File: src/rtl/ncf_pkg.sv
package ncf_pkg;

  // Command bytes taken from wdata[7:0]
  localparam logic [7:0] OP_NONE     = 8'h00;
  localparam logic [7:0] OP_PROG_A   = 8'h10;
  localparam logic [7:0] OP_ERASE    = 8'h20;
  localparam logic [7:0] OP_PROG_B   = 8'h40;
  localparam logic [7:0] OP_CLR      = 8'h50;
  localparam logic [7:0] OP_LOCK     = 8'h60;
  localparam logic [7:0] OP_STAT     = 8'h70;
  localparam logic [7:0] OP_IDENT    = 8'h90;
  localparam logic [7:0] OP_QUERY    = 8'h98;
  localparam logic [7:0] OP_CONFIRM  = 8'hD0;
  localparam logic [7:0] OP_BUFW     = 8'hE8;
  localparam logic [7:0] OP_EXIT_A   = 8'hF0;
  localparam logic [7:0] OP_EXIT     = 8'hFF;
  localparam logic [7:0] OP_LOCK_ALT = 8'h01;

  // Status flags
  localparam logic [7:0] ST_READY    = 8'h80;
  localparam logic [7:0] ST_ERASE_ER = 8'h20;
  localparam logic [7:0] ST_PROG_ER  = 8'h10;

  localparam int QUERY_LEN = 'h52;

  function automatic logic [7:0] query_byte(input int idx, input int size_log2,
                                            input int nsec, input int sec_bytes,
                                            input int wbuf_log2);
    logic [7:0] b;
    b = 8'h00;
    case (idx)
      'h10: b = 8'h51;
      'h11: b = 8'h52;
      'h12: b = 8'h59;
      'h13: b = 8'h01;
      'h15: b = 8'h31;
      'h1B: b = 8'h45;
      'h1C: b = 8'h55;
      'h1F: b = 8'h07;
      'h20: b = 8'h07;
      'h21: b = 8'h0A;
      'h23: b = 8'h04;
      'h24: b = 8'h04;
      'h25: b = 8'h04;
      'h27: b = 8'(size_log2);
      'h28: b = 8'h02;
      'h2A: b = 8'(wbuf_log2);
      'h2C: b = 8'h01;
      'h2D: b = 8'(nsec - 1);
      'h2E: b = 8'((nsec - 1) >> 8);
      'h2F: b = 8'(sec_bytes >> 8);
      'h30: b = 8'(sec_bytes >> 16);
      'h31: b = 8'h50;
      'h32: b = 8'h52;
      'h33: b = 8'h49;
      'h34: b = 8'h31;
      'h35: b = 8'h30;
      'h3F: b = 8'h01;
      default: b = 8'h00;
    endcase
    return b;
  endfunction

endpackage

File: src/rtl/ncf_store.sv
module ncf_store #(
  parameter int DW    = 16,
  parameter int DEPTH = 256,
  localparam int AW   = $clog2(DEPTH)
) (
  input  logic          clk,
  input  logic          we,
  input  logic [AW-1:0] waddr,
  input  logic [DW-1:0] wdata,
  input  logic          re,
  input  logic [AW-1:0] raddr,
  output logic [DW-1:0] q
);

  logic [DW-1:0] mem [DEPTH];

  always_ff @(posedge clk) begin
    if (we) mem[waddr] <= wdata;
    if (re) q <= mem[raddr];
  end

endmodule

File: src/rtl/ncf_seq.sv
module ncf_seq
  import ncf_pkg::*;
#(
  parameter int WAW       = 8,
  parameter int SEC_WORDS = 64,
  parameter int CNT_W     = 8
) (
  input  logic           clk,
  input  logic           rst,
  input  logic           read_only,
  input  logic           wr_en,
  input  logic [WAW-1:0] waddr_word,
  input  logic [7:0]     cmd_byte,
  input  logic [CNT_W-1:0] cnt_in,
  output logic [7:0]     mode,
  output logic [1:0]     cyc,
  output logic [7:0]     status,
  output logic           fill_busy,
  output logic           mem_we,
  output logic [WAW-1:0] mem_waddr,
  output logic           mem_fill
);

  localparam logic [WAW-1:0] SEC_MASK = WAW'(SEC_WORDS - 1);

  logic [7:0]       mode_q, status_q;
  logic [1:0]       cyc_q;
  logic [CNT_W-1:0] cnt_q;
  logic             fill_q;
  logic [WAW-1:0]   fptr_q;

  assign mode      = mode_q;
  assign cyc       = cyc_q;
  assign status    = status_q;
  assign fill_busy = fill_q;

  // Array write port: the fill engine has the port while active.
  always_comb begin
    mem_we    = 1'b0;
    mem_waddr = waddr_word;
    mem_fill  = 1'b0;
    if (fill_q) begin
      mem_we    = 1'b1;
      mem_waddr = fptr_q;
      mem_fill  = 1'b1;
    end else if (wr_en && !read_only) begin
      if (cyc_q == 2'd1 && (mode_q == OP_PROG_A || mode_q == OP_PROG_B)) mem_we = 1'b1;
      if (cyc_q == 2'd2 && mode_q == OP_BUFW) mem_we = 1'b1;
    end
  end

  always_ff @(posedge clk) begin
    if (rst) begin
      mode_q   <= OP_NONE;
      cyc_q    <= 2'd0;
      status_q <= 8'h00;
      cnt_q    <= '0;
      fill_q   <= 1'b0;
      fptr_q   <= '0;
    end else if (fill_q) begin
      fptr_q <= fptr_q + 1'b1;
      if ((fptr_q & SEC_MASK) == SEC_MASK) begin
        fill_q   <= 1'b0;
        status_q <= status_q | ST_READY;
      end
    end else if (wr_en) begin
      case (cyc_q)
        2'd0: begin
          case (cmd_byte)
            OP_PROG_A, OP_PROG_B, OP_LOCK, OP_QUERY: begin
              mode_q <= cmd_byte;
              cyc_q  <= 2'd1;
            end
            OP_ERASE: begin
              mode_q <= cmd_byte;
              cyc_q  <= 2'd1;
              if (read_only) begin
                status_q <= status_q | ST_ERASE_ER | ST_READY;
              end else begin
                status_q <= status_q & ~ST_READY;
                fill_q   <= 1'b1;
                fptr_q   <= waddr_word & ~SEC_MASK;
              end
            end
            OP_CLR: begin
              status_q <= 8'h00;
              mode_q   <= OP_NONE;
            end
            OP_STAT, OP_IDENT: mode_q <= cmd_byte;
            OP_BUFW: begin
              mode_q   <= cmd_byte;
              cyc_q    <= 2'd1;
              status_q <= status_q | ST_READY;
            end
            default: begin
              mode_q <= OP_NONE;
              cyc_q  <= 2'd0;
            end
          endcase
        end
        2'd1: begin
          case (mode_q)
            OP_PROG_A, OP_PROG_B: begin
              cyc_q    <= 2'd0;
              status_q <= status_q | ST_READY | (read_only ? ST_PROG_ER : 8'h00);
            end
            OP_ERASE: begin
              cyc_q <= 2'd0;
              if (cmd_byte == OP_CONFIRM) status_q <= status_q | ST_READY;
              else mode_q <= OP_NONE;
            end
            OP_LOCK: begin
              cyc_q <= 2'd0;
              if (cmd_byte == OP_CONFIRM || cmd_byte == OP_LOCK_ALT)
                status_q <= status_q | ST_READY;
              else mode_q <= OP_NONE;
            end
            OP_BUFW: begin
              cnt_q <= cnt_in;
              cyc_q <= 2'd2;
            end
            OP_QUERY: begin
              if (cmd_byte == OP_EXIT) begin
                mode_q <= OP_NONE;
                cyc_q  <= 2'd0;
              end
            end
            default: begin
              mode_q <= OP_NONE;
              cyc_q  <= 2'd0;
            end
          endcase
        end
        2'd2: begin
          if (mode_q == OP_BUFW) begin
            status_q <= status_q | ST_READY | (read_only ? ST_PROG_ER : 8'h00);
            if (cnt_q == '0) cyc_q <= 2'd3;
            cnt_q <= cnt_q - 1'b1;
          end else begin
            mode_q <= OP_NONE;
            cyc_q  <= 2'd0;
          end
        end
        default: begin
          cyc_q <= 2'd0;
          if (mode_q == OP_BUFW && cmd_byte == OP_CONFIRM) status_q <= status_q | ST_READY;
          else mode_q <= OP_NONE;
        end
      endcase
    end
  end

endmodule

File: src/rtl/ncf_rdpath.sv
module ncf_rdpath
  import ncf_pkg::*;
#(
  parameter int LANES        = 2,
  parameter int ADDR_W       = 9,
  parameter int SECTOR_BYTES = 128,
  parameter int WBUF_LOG2    = 5,
  parameter logic [7:0] ID0  = 8'hA7,
  parameter logic [7:0] ID1  = 8'h01,
  parameter logic [7:0] ID2  = 8'h3C,
  parameter logic [7:0] ID3  = 8'h5E,
  localparam int DW          = 8 * LANES
) (
  input  logic          clk,
  input  logic          rst,
  input  logic          rd_en,
  input  logic [7:0]    addr_lo,
  input  logic          big_end,
  input  logic [7:0]    mode,
  input  logic [7:0]    status,
  input  logic [DW-1:0] q,
  output logic [DW-1:0] rdata,
  output logic          rvalid
);

  localparam int SH   = $clog2(LANES);
  localparam int NSEC = (2 ** ADDR_W) / SECTOR_BYTES;

  logic [7:0]    idx;
  logic [DW-1:0] stat_word, held_d, held_q, q_swap;
  logic          sel_arr_q, be_q, rvalid_q;

  assign idx = addr_lo >> SH;

  if (DW >= 32) begin : g_stat_wide
    always_comb begin
      stat_word        = '0;
      stat_word[7:0]   = status;
      stat_word[23:16] = status;
    end
  end else begin : g_stat_narrow
    assign stat_word = DW'(status);
  end

  for (genvar g = 0; g < LANES; g++) begin : g_rswap
    assign q_swap[g*8 +: 8] = q[(LANES-1-g)*8 +: 8];
  end

  always_comb begin
    held_d = '0;
    case (mode)
      OP_PROG_A, OP_PROG_B, OP_ERASE, OP_LOCK, OP_STAT, OP_BUFW: held_d = stat_word;
      OP_IDENT: begin
        if (idx == 8'd0)      held_d = DW'({ID0, ID1});
        else if (idx == 8'd1) held_d = DW'({ID2, ID3});
      end
      OP_QUERY: begin
        if (int'(idx) < QUERY_LEN)
          held_d = DW'(query_byte(int'(idx), ADDR_W, NSEC, SECTOR_BYTES, WBUF_LOG2));
      end
      default: held_d = '0;
    endcase
  end

  always_ff @(posedge clk) begin
    if (rst) begin
      rvalid_q  <= 1'b0;
      sel_arr_q <= 1'b0;
      be_q      <= 1'b0;
      held_q    <= '0;
    end else begin
      rvalid_q <= rd_en;
      if (rd_en) begin
        sel_arr_q <= (mode == OP_NONE);
        be_q      <= big_end;
        held_q    <= held_d;
      end
    end
  end

  assign rvalid = rvalid_q;
  assign rdata  = sel_arr_q ? (be_q ? q_swap : q) : held_q;

endmodule

File: src/rtl/nor_cmd_flash.sv
module nor_cmd_flash #(
  parameter int ADDR_W       = 9,
  parameter int LANES        = 2,
  parameter int SECTOR_BYTES = 128,
  parameter int CNT_W        = 8,
  parameter int WBUF_LOG2    = 5,
  parameter logic [7:0] ID0  = 8'hA7,
  parameter logic [7:0] ID1  = 8'h01,
  parameter logic [7:0] ID2  = 8'h3C,
  parameter logic [7:0] ID3  = 8'h5E,
  localparam int DW          = 8 * LANES
) (
  input  logic              clk,
  input  logic              rst,
  input  logic              big_end,
  input  logic              read_only,
  input  logic [ADDR_W-1:0] addr,
  input  logic              wr_en,
  input  logic [DW-1:0]     wdata,
  input  logic              rd_en,
  output logic [DW-1:0]     rdata,
  output logic              rvalid
);

  localparam int SH        = $clog2(LANES);
  localparam int WAW       = ADDR_W - SH;
  localparam int DEPTH     = 2 ** WAW;
  localparam int SEC_WORDS = SECTOR_BYTES / LANES;

  logic [WAW-1:0] widx, mem_waddr;
  logic [7:0]     cmd_byte, mode, status;
  logic [1:0]     cyc;
  logic           fill_busy, mem_we, mem_fill;
  logic [DW-1:0]  wd_swap, wd_lane, mem_wdata, mem_q;

  assign widx     = addr[ADDR_W-1:SH];
  assign cmd_byte = wdata[7:0];

  for (genvar g = 0; g < LANES; g++) begin : g_wswap
    assign wd_swap[g*8 +: 8] = wdata[(LANES-1-g)*8 +: 8];
  end

  assign wd_lane   = big_end ? wd_swap : wdata;
  assign mem_wdata = mem_fill ? '1 : wd_lane;

  ncf_seq #(
    .WAW(WAW), .SEC_WORDS(SEC_WORDS), .CNT_W(CNT_W)
  ) u_seq (
    .clk(clk), .rst(rst), .read_only(read_only), .wr_en(wr_en),
    .waddr_word(widx), .cmd_byte(cmd_byte), .cnt_in(wdata[CNT_W-1:0]),
    .mode(mode), .cyc(cyc), .status(status), .fill_busy(fill_busy),
    .mem_we(mem_we), .mem_waddr(mem_waddr), .mem_fill(mem_fill)
  );

  ncf_store #(.DW(DW), .DEPTH(DEPTH)) u_store (
    .clk(clk), .we(mem_we), .waddr(mem_waddr), .wdata(mem_wdata),
    .re(rd_en), .raddr(widx), .q(mem_q)
  );

  ncf_rdpath #(
    .LANES(LANES), .ADDR_W(ADDR_W), .SECTOR_BYTES(SECTOR_BYTES),
    .WBUF_LOG2(WBUF_LOG2), .ID0(ID0), .ID1(ID1), .ID2(ID2), .ID3(ID3)
  ) u_rdpath (
    .clk(clk), .rst(rst), .rd_en(rd_en), .addr_lo(addr[7:0]),
    .big_end(big_end), .mode(mode), .status(status), .q(mem_q),
    .rdata(rdata), .rvalid(rvalid)
  );

endmodule

File: config.mk
export PLATFORM = sky130hd
export DESIGN_NAME = nor_cmd_flash
export DESIGN_NICKNAME = d
export VERILOG_FILES = /design/src/rtl/ncf_pkg.sv /design/src/rtl/ncf_store.sv /design/src/rtl/ncf_seq.sv /design/src/rtl/ncf_rdpath.sv /design/src/rtl/nor_cmd_flash.sv
export SDC_FILE = /design/constraint.sdc
export NUM_CORES = 2
export LEC_CHECK = 0
export BUFFER_PORTS_ARGS = -buffer_cell sky130_fd_sc_hd__buf_2
export CORE_UTILIZATION = 40
export DETAILED_ROUTE_END_ITERATION = 7
export GPL_ROUTABILITY_DRIVEN = 0
export PLACE_DENSITY = 0.54
export SLEW_MARGIN = 20
export SYNTH_ARGS = -nofsm -noshare
export SYNTH_HDL_FRONTEND = slang
export SYNTH_HIERARCHICAL = 1
export SYNTH_MEMORY_MAX_BITS = 65536
export SYNTH_SLANG_ARGS = --single-unit
File: constraint.sdc
create_clock -name clk -period 6.54 [get_ports clk]
set_clock_uncertainty 0.05 [all_clocks]
set_input_delay 0.327 -clock clk [delete_from_list [all_inputs] [get_ports clk]]
set_output_delay 0.327 -clock clk [all_outputs]
set_load 0.01 [all_outputs]
# Word level (Yosys, flattened, before mapping)
# Memories as Yosys holds them, arrays and structs flattened. A register that Yosys moved wholly into a read port is not among the register bits.
# Cells that the tools add are included.
[word_totals] register_bits=54 latchBits=0 ramBits=4096 romBits=448 out_inout_bits=17 mem_count=2
[op_classes] n_addsub=2 multipliers=0 n_div=0 n_lt_le_gt_ge=1 eq_ne=49 shifts=0 mux=57 bitwise_logic=2 n_reduce_logical=31
[mem_list] memory="u_store.mem" words=256 width=16 read_ports=1 rd_ports_with_merged_regs=1 wr=1 line="ncf_store.sv:15" source="logic [DW-1:0] mem [DEPTH];"
[mem_list] memory="(no name shown)" words=64 width=7 read_ports=1 rd_ports_with_merged_regs=0 wr=0 line="ncf_pkg.sv:31" source="case (idx)"
[ops] operator="$mux 8" count=24
[ops] operator="$pmux 8 s3" count=4
[ops] operator="$mux 16" count=5
[ops] operator="$eq 8x8->1 const B" count=8
[ops] operator="$eq 8x7->1 const B" count=7
[ops] operator="$pmux 16 s3" count=1
[ops] operator="$pmux 8 s4" count=1
[ops] operator="$logic_not 8->1" count=3
[ops] operator="$ne 2x2->1 const B" count=10
[ops] operator="$reduce_and 10->1" count=2
[ops] operator="$ne 3x3->1 const B" count=6
[ops] operator="$eq 8x5->1 const B" count=2
[ops] operator="$eq 8x6->1 const B" count=2
[ops] operator="$pmux 8 s2" count=1
[ops] operator="$reduce_and 8->1" count=2
[ops] operator="$mux 14" count=1
[ops] operator="$mux 1" count=13
[ops] operator="$reduce_or 6->1" count=2
[ops] operator="$reduce_and 5->1" count=2
[ops] operator="$add 8x1->8 const B" count=1
[ops] operator="$eq 8x1->1 const B" count=1
[ops] operator="$ne 4x4->1 const B" count=2
[ops] operator="$or 8x8->8" count=1
[ops] operator="$pmux 2 s2" count=2
[ops] operator="26 further kinds" count=39

# Longest topological paths before layout
[logic_depth] ltp_word=9 depth_mapped=12 ltp_nobuf=8

# Hierarchy
# Netlist, hierarchy kept.
[by_module_without_submodules] mod="ncf_store" instances=1 cells_per_inst=7360 area_per_inst_um2=158874.9 seq_area_each_um2=123478.4
[by_module_without_submodules] mod="ncf_seq" instances=1 cells_per_inst=289 area_per_inst_um2=2361.0 seq_area_each_um2=600.6
[by_module_without_submodules] mod="ncf_rdpath" instances=1 cells_per_inst=205 area_per_inst_um2=1535.2 seq_area_each_um2=280.3
[by_module_without_submodules] mod="nor_cmd_flash" instances=1 cells_per_inst=37 area_per_inst_um2=284.0 seq_area_each_um2=0.0

# Worst setup path after synthesis
# OpenSTA, ideal clock, no wires.
[synth_path] kind="register to register" from="register u_seq.fill_q (netlist: u_seq/fill_busy)" to="memory u_store.mem[0][10] (data pin)" setup_ps=797 arrival_time_ps=3748 required_ps=5693 slack_ps=1945 stages_incl_launch_ff=5 period_less_slack_ps=4595 path_cell_list="dfxtp_1 -> buf_4 -> buf_2 -> buf_2 -> a211o_1"
[synth_between] elab_chain_cells=2
[synth_lines] element="start, declared" line="ncf_seq.sv:29" source="logic fill_q;"
[synth_lines] element="start signal, assigned" line="ncf_seq.sv:58" source="fill_q <= 1'b0;"
[synth_lines] element="start signal, assigned" line="ncf_seq.sv:63" source="fill_q <= 1'b0;"
[synth_lines] element="start signal, assigned" line="ncf_seq.sv:81" source="fill_q <= 1'b1;"
[synth_lines] element="$mux 1" line="ncf_seq.sv:42" source="if (fill_q) begin"
[synth_lines] element="via mem_fill" line="nor_cmd_flash.sv:33" source="logic fill_busy, mem_we, mem_fill;"
[synth_lines] element="$mux 16" line="nor_cmd_flash.sv:44" source="assign mem_wdata = mem_fill ? '1 : wd_lane;"
[synth_lines] element="via mem_wdata[10]" line="nor_cmd_flash.sv:34" source="logic [DW-1:0] wd_swap, wd_lane, mem_wdata, mem_q;"
[synth_lines] element="end, declared" line="ncf_store.sv:15"
# The timed path passes the listed nets, and every way through them passes these cells.

# Worst setup path after layout
[layout_path] from="register u_seq.cyc_q[0] (netlist: u_seq/cyc[0])" to="memory u_store.mem[233][10], enable pin"
[layout_between] elab_chain_cells=8 word_cells_on_any_way=10
[layout_lines] element="start, declared" line="ncf_seq.sv:27" source="logic [1:0] cyc_q;"
[layout_lines] element="start signal, assigned" line="ncf_seq.sv:55" source="cyc_q <= 2'd0;"
[layout_lines] element="start signal, assigned" line="ncf_seq.sv:72" source="cyc_q <= 2'd1;"
[layout_lines] element="start signal, assigned" line="ncf_seq.sv:76" source="cyc_q <= 2'd1;"
[layout_lines] element="$eq 2x1->1" line="ncf_seq.sv:47" source="if (cyc_q == 2'd1 && (mode_q == OP_PROG_A || mode_q == OP_PROG_B)) mem_we = 1'b1;"
[layout_lines] element="$logic_and 1x1->1" line="ncf_seq.sv:47"
[layout_lines] element="$mux 1" line="ncf_seq.sv:47"
[layout_lines] element="$mux 1 *" line="ncf_seq.sv:48" source="if (cyc_q == 2'd2 && mode_q == OP_BUFW) mem_we = 1'b1;"
[layout_lines] element="$mux 1 *" line="ncf_seq.sv:46" source="end else if (wr_en && !read_only) begin"
[layout_lines] element="$mux 1 *" line="ncf_seq.sv:42"
[layout_lines] element="via mem_we" line="nor_cmd_flash.sv:33"
[layout_lines] element="$mux 1 *" line="ncf_store.sv:18" source="if (we) mem[waddr] <= wdata;"
[layout_lines] element="$mux 1 (implied by the code) *" line="ncf_store.sv:18"
# The timed path passes the listed nets; every way through them passes the cells marked *.

==> reports/qor.yml <==
leakage_uw: 0.0587
netlist_instances: 7891
regArea_um2: 124000
cts_tree: "done"
ios: 48
grt.overflow.total: 0
fp.dieW_um: 640
critPathRequiredTime_ns: 7.08
synthArstFlopShare_pct: 0
p_per_area_nw_per_um2: 306
initial_utilization_pct: 40.2
slowest_stage: "nor2_2"
core_area_um2: 406000
synth_simple_gate_area_share_pct: 2.28
synth_area_per_cell_um2: 20.7
clk_pin_slew_ns: 0.06
antenna_found_initial: 26
cts_buffer_depth: 4
fill_cells: 34000
die-area_um2: 410000
cpMostUsedCell: "buf_4"
dieHeight_um: 640
ys_seq_elements: 4156
period_share_pct: 82.2
path_max_fanout: 17
cts_root_buf: "clkbuf_16"
crit_arrival_ns: 5.92
violations: "design-rule violations"
synth_cell_type_count: 92
cts.sinks: 4156
synth_fa_ha_area_share_pct: 0.114
cp_cell_sequence: "inv_1 -> ha_1 -> clkinv_1 -> nor4_2 -> a21oi_1 -> o21ai_2 -> buf_4 -> nand3_2 -> buf_4 -> nor2_2"
grt_max_degree: 169
htree_levels: 5
clk_latency_ns: 1.01
final_nets: 8397
muxShareOfSynthArea_pct: 15.3
ys.flop_type: "edfxtp_1"
gr-usage-all-layers_pct: 21.7
hold_path.class: "input pin to flop"
hold_viol_final: 0
finalHoldWorstSlack_ns: 0.123
area_delta_synth_final_pct: 14.0
synth-edff-count: 4112
drv_slew: 0
wire_per_inst_um: 31.9
ant_nets: 0
setup_violations: 0
multi_input_area_um2: 36300
tns_ns: 0
criticalPathCategory: "flop to flop"
dp.final_hpwl_um: 275000
yosysWarnings: 6
timing.final.crit_period_ns: 5.38
synthXorXnorAreaFrac_pct: 0.00537
cts_setup_buffers: 0
first_pass_iters: 8
worst_pin_slew_ns: 1.36
critPathTopFamily: "simple AND/OR/NAND/NOR gates"
vias: 83000
grt_pass1_wl_um: 630000
max-cap-violations: 0
rsz0062_at_grt: "no"
portBuffers: 46
viasPerCell: 5.87
drc_errors: 32
syn-cell-area_um2: 163000
synth_compound_area_share_pct: 4.15
drt_wl_total_um: 452000
startpoint_type: "flop"
peakVddDrop_mv: 0.202
endpoint_kind: "flop"
first_global_vias: 81200
layout-drive-gt1-share_pct: 24.9
status: "finished with violations"
synth_top_family_by_area: "multiplexers"
ctsResizeCount: 0
relSlewSlack_pct: 9.06
cp.buffers_inverters: 4
cpPeakStageDelay_ns: 0.79
drt_iter0_markers: 10100
fmax_mhz: 186
row_count: 234
yosysSeqAreaShare_pct: 76.3
numCtsBuffers: 423
ctsHoldBuffers: 23
placed cells by master, fill, tap and decap left out, types with 29 or more instances in the layout:
cell type	count
edfxtp_1	4112
mux4_2	797
mux2i_1	596
clkbuf_16	433
buf_4	410
o221ai_1	252
nor2_1	240
a21oi_1	225
o22ai_1	150
clkinv_1	107
nor2_2	98
nor3_1	97
mux2_2	96
clkbuf_1	83
nand2_1	66
clkinv_2	65
bufinv_16	47
nand3_1	46
o21ai_0	46
buf_12	45
a22oi_1	45
dfxtp_1	43
buf_2	42
nor2b_1	38
nand4_1	38
a221oi_1	34
a22o_1	33
a211oi_1	29
kinds of logic after synthesis:
| family | count (synthesis) |
|---|---|
| compound gates | 944 |
| fa+ha+maj | 15 |
| buf+inv | 518 |
| flops | 4156 |
| xor+xnor | 1 |
| mux | 1490 |
| other cells | 1 |
| simple gates | 766 |
cell usage after synthesis, types with 38 or more instances:
master / n / area share, %
edfxtp_1: 4112 / 76
mux4_2: 797 / 11
mux2i_1: 596 / 3.7
nor2_1: 344 / 0.79
o221ai_1: 252 / 1.4
clkbuf_1: 246 / 0.57
a21oi_1: 225 / 0.69
o22ai_1: 150 / 0.58
nor3_1: 101 / 0.31
mux2_2: 96 / 0.66
buf_2: 84 / 0.26
buf_6: 82 / 0.57
nand2_1: 68 / 0.16
nand3_1: 57 / 0.17
o21ai_0: 50 / 0.15
a22oi_1: 45 / 0.21
dfxtp_1: 44 / 0.54
nand4_1: 38 / 0.15
nor2b_1: 38 / 0.15
final cells by class:
| class | count | share of cell area, % |
|---|---|---|
| flip-flops and latches | 4156 | 66.9 |
| multi-input cells | 3221 | 19.5 |
| clock buffers | 518 | 6.01 |
| well taps | 5428 | 3.65 |
| repair buffers | 524 | 2.41 |
| clock inverters | 260 | 1.43 |
| inverters | 26 | 0.0592 |
| diodes | 9 | 0.0121 |
stage by stage:
stage / util, % / cell area, um2 / instances / total power, uW / worst slack [ns]
2_1_floorplan: - / 163000 / 7895 / 32000 / 1.95
3_3_place_gp: 42.3 / 172000 / 13300 / 33300 / 1.11
3_5_place_dp: 42.3 / 172000 / 13300 / 33300 / 1.29
4_1_cts: 45.8 / 186000 / 14100 / 57300 / 1.25
5_1_grt: 45.8 / 186000 / 14100 / 58400 / 0.945
6_report: 45.8 / 186000 / 14100 / 56900 / 1.16
per-layer routing:
layer	up-vias	track usage [%]	part of all wire, %
met4	4	6.11	3.0
met1	44700	31.7	43
met3	584	4.02	8.4
li1	34200	-	-
met2	3483	33.3	46
met5	-	0	0.0051
flip-flops by register name, indices dropped and copies added (netlist names):
register	cells
u_rdpath/held_q	11
u_rdpath/sel_arr_q	1
u_seq/status	3
u_seq/fptr_q	8
u_rdpath/rvalid	1
u_store/mem	4096
u_rdpath/be_q	1
u_seq/cyc	2
u_seq/mode	8
u_store/q	16
u_seq/fill_busy	1
u_seq/cnt_q	8
where the power goes:
group	internal [uW]	switching, uW	leakage [uW]
clock	14000	10100	0.00672
sequential	29500	16.3	0.0374
combinational	975	2270	0.0146
worst paths after layout:
| path | start | to | slack (ns) | cells past startpoint |
|---|---|---|---|---|
| worst max-delay path | u_seq/cyc[0] | u_store/mem[233][10] | 1.16 | 10 |
| worst min-delay path | wdata[9] | u_store/mem[13][1] | 0.12 | 2 |
| worst max register to register | u_seq/cyc[0] | u_store/mem[233][10] | 1.16 | 10 |
| worst min register to register | u_rdpath/held_q[6] | u_rdpath/held_q[6] | 0.41 | 2 |
worst register-to-register path, delay by kind of cell (launching register included):
family	cells	cell delay, ns
AOI/OAI and AO/OA	2	0.69
adders and majority gates	1	0.56
buffers and inverters	4	1.36
DFF	1	0.34
and+or+nand+nor	3	2.00
Power figures use the tool's default switching activity.
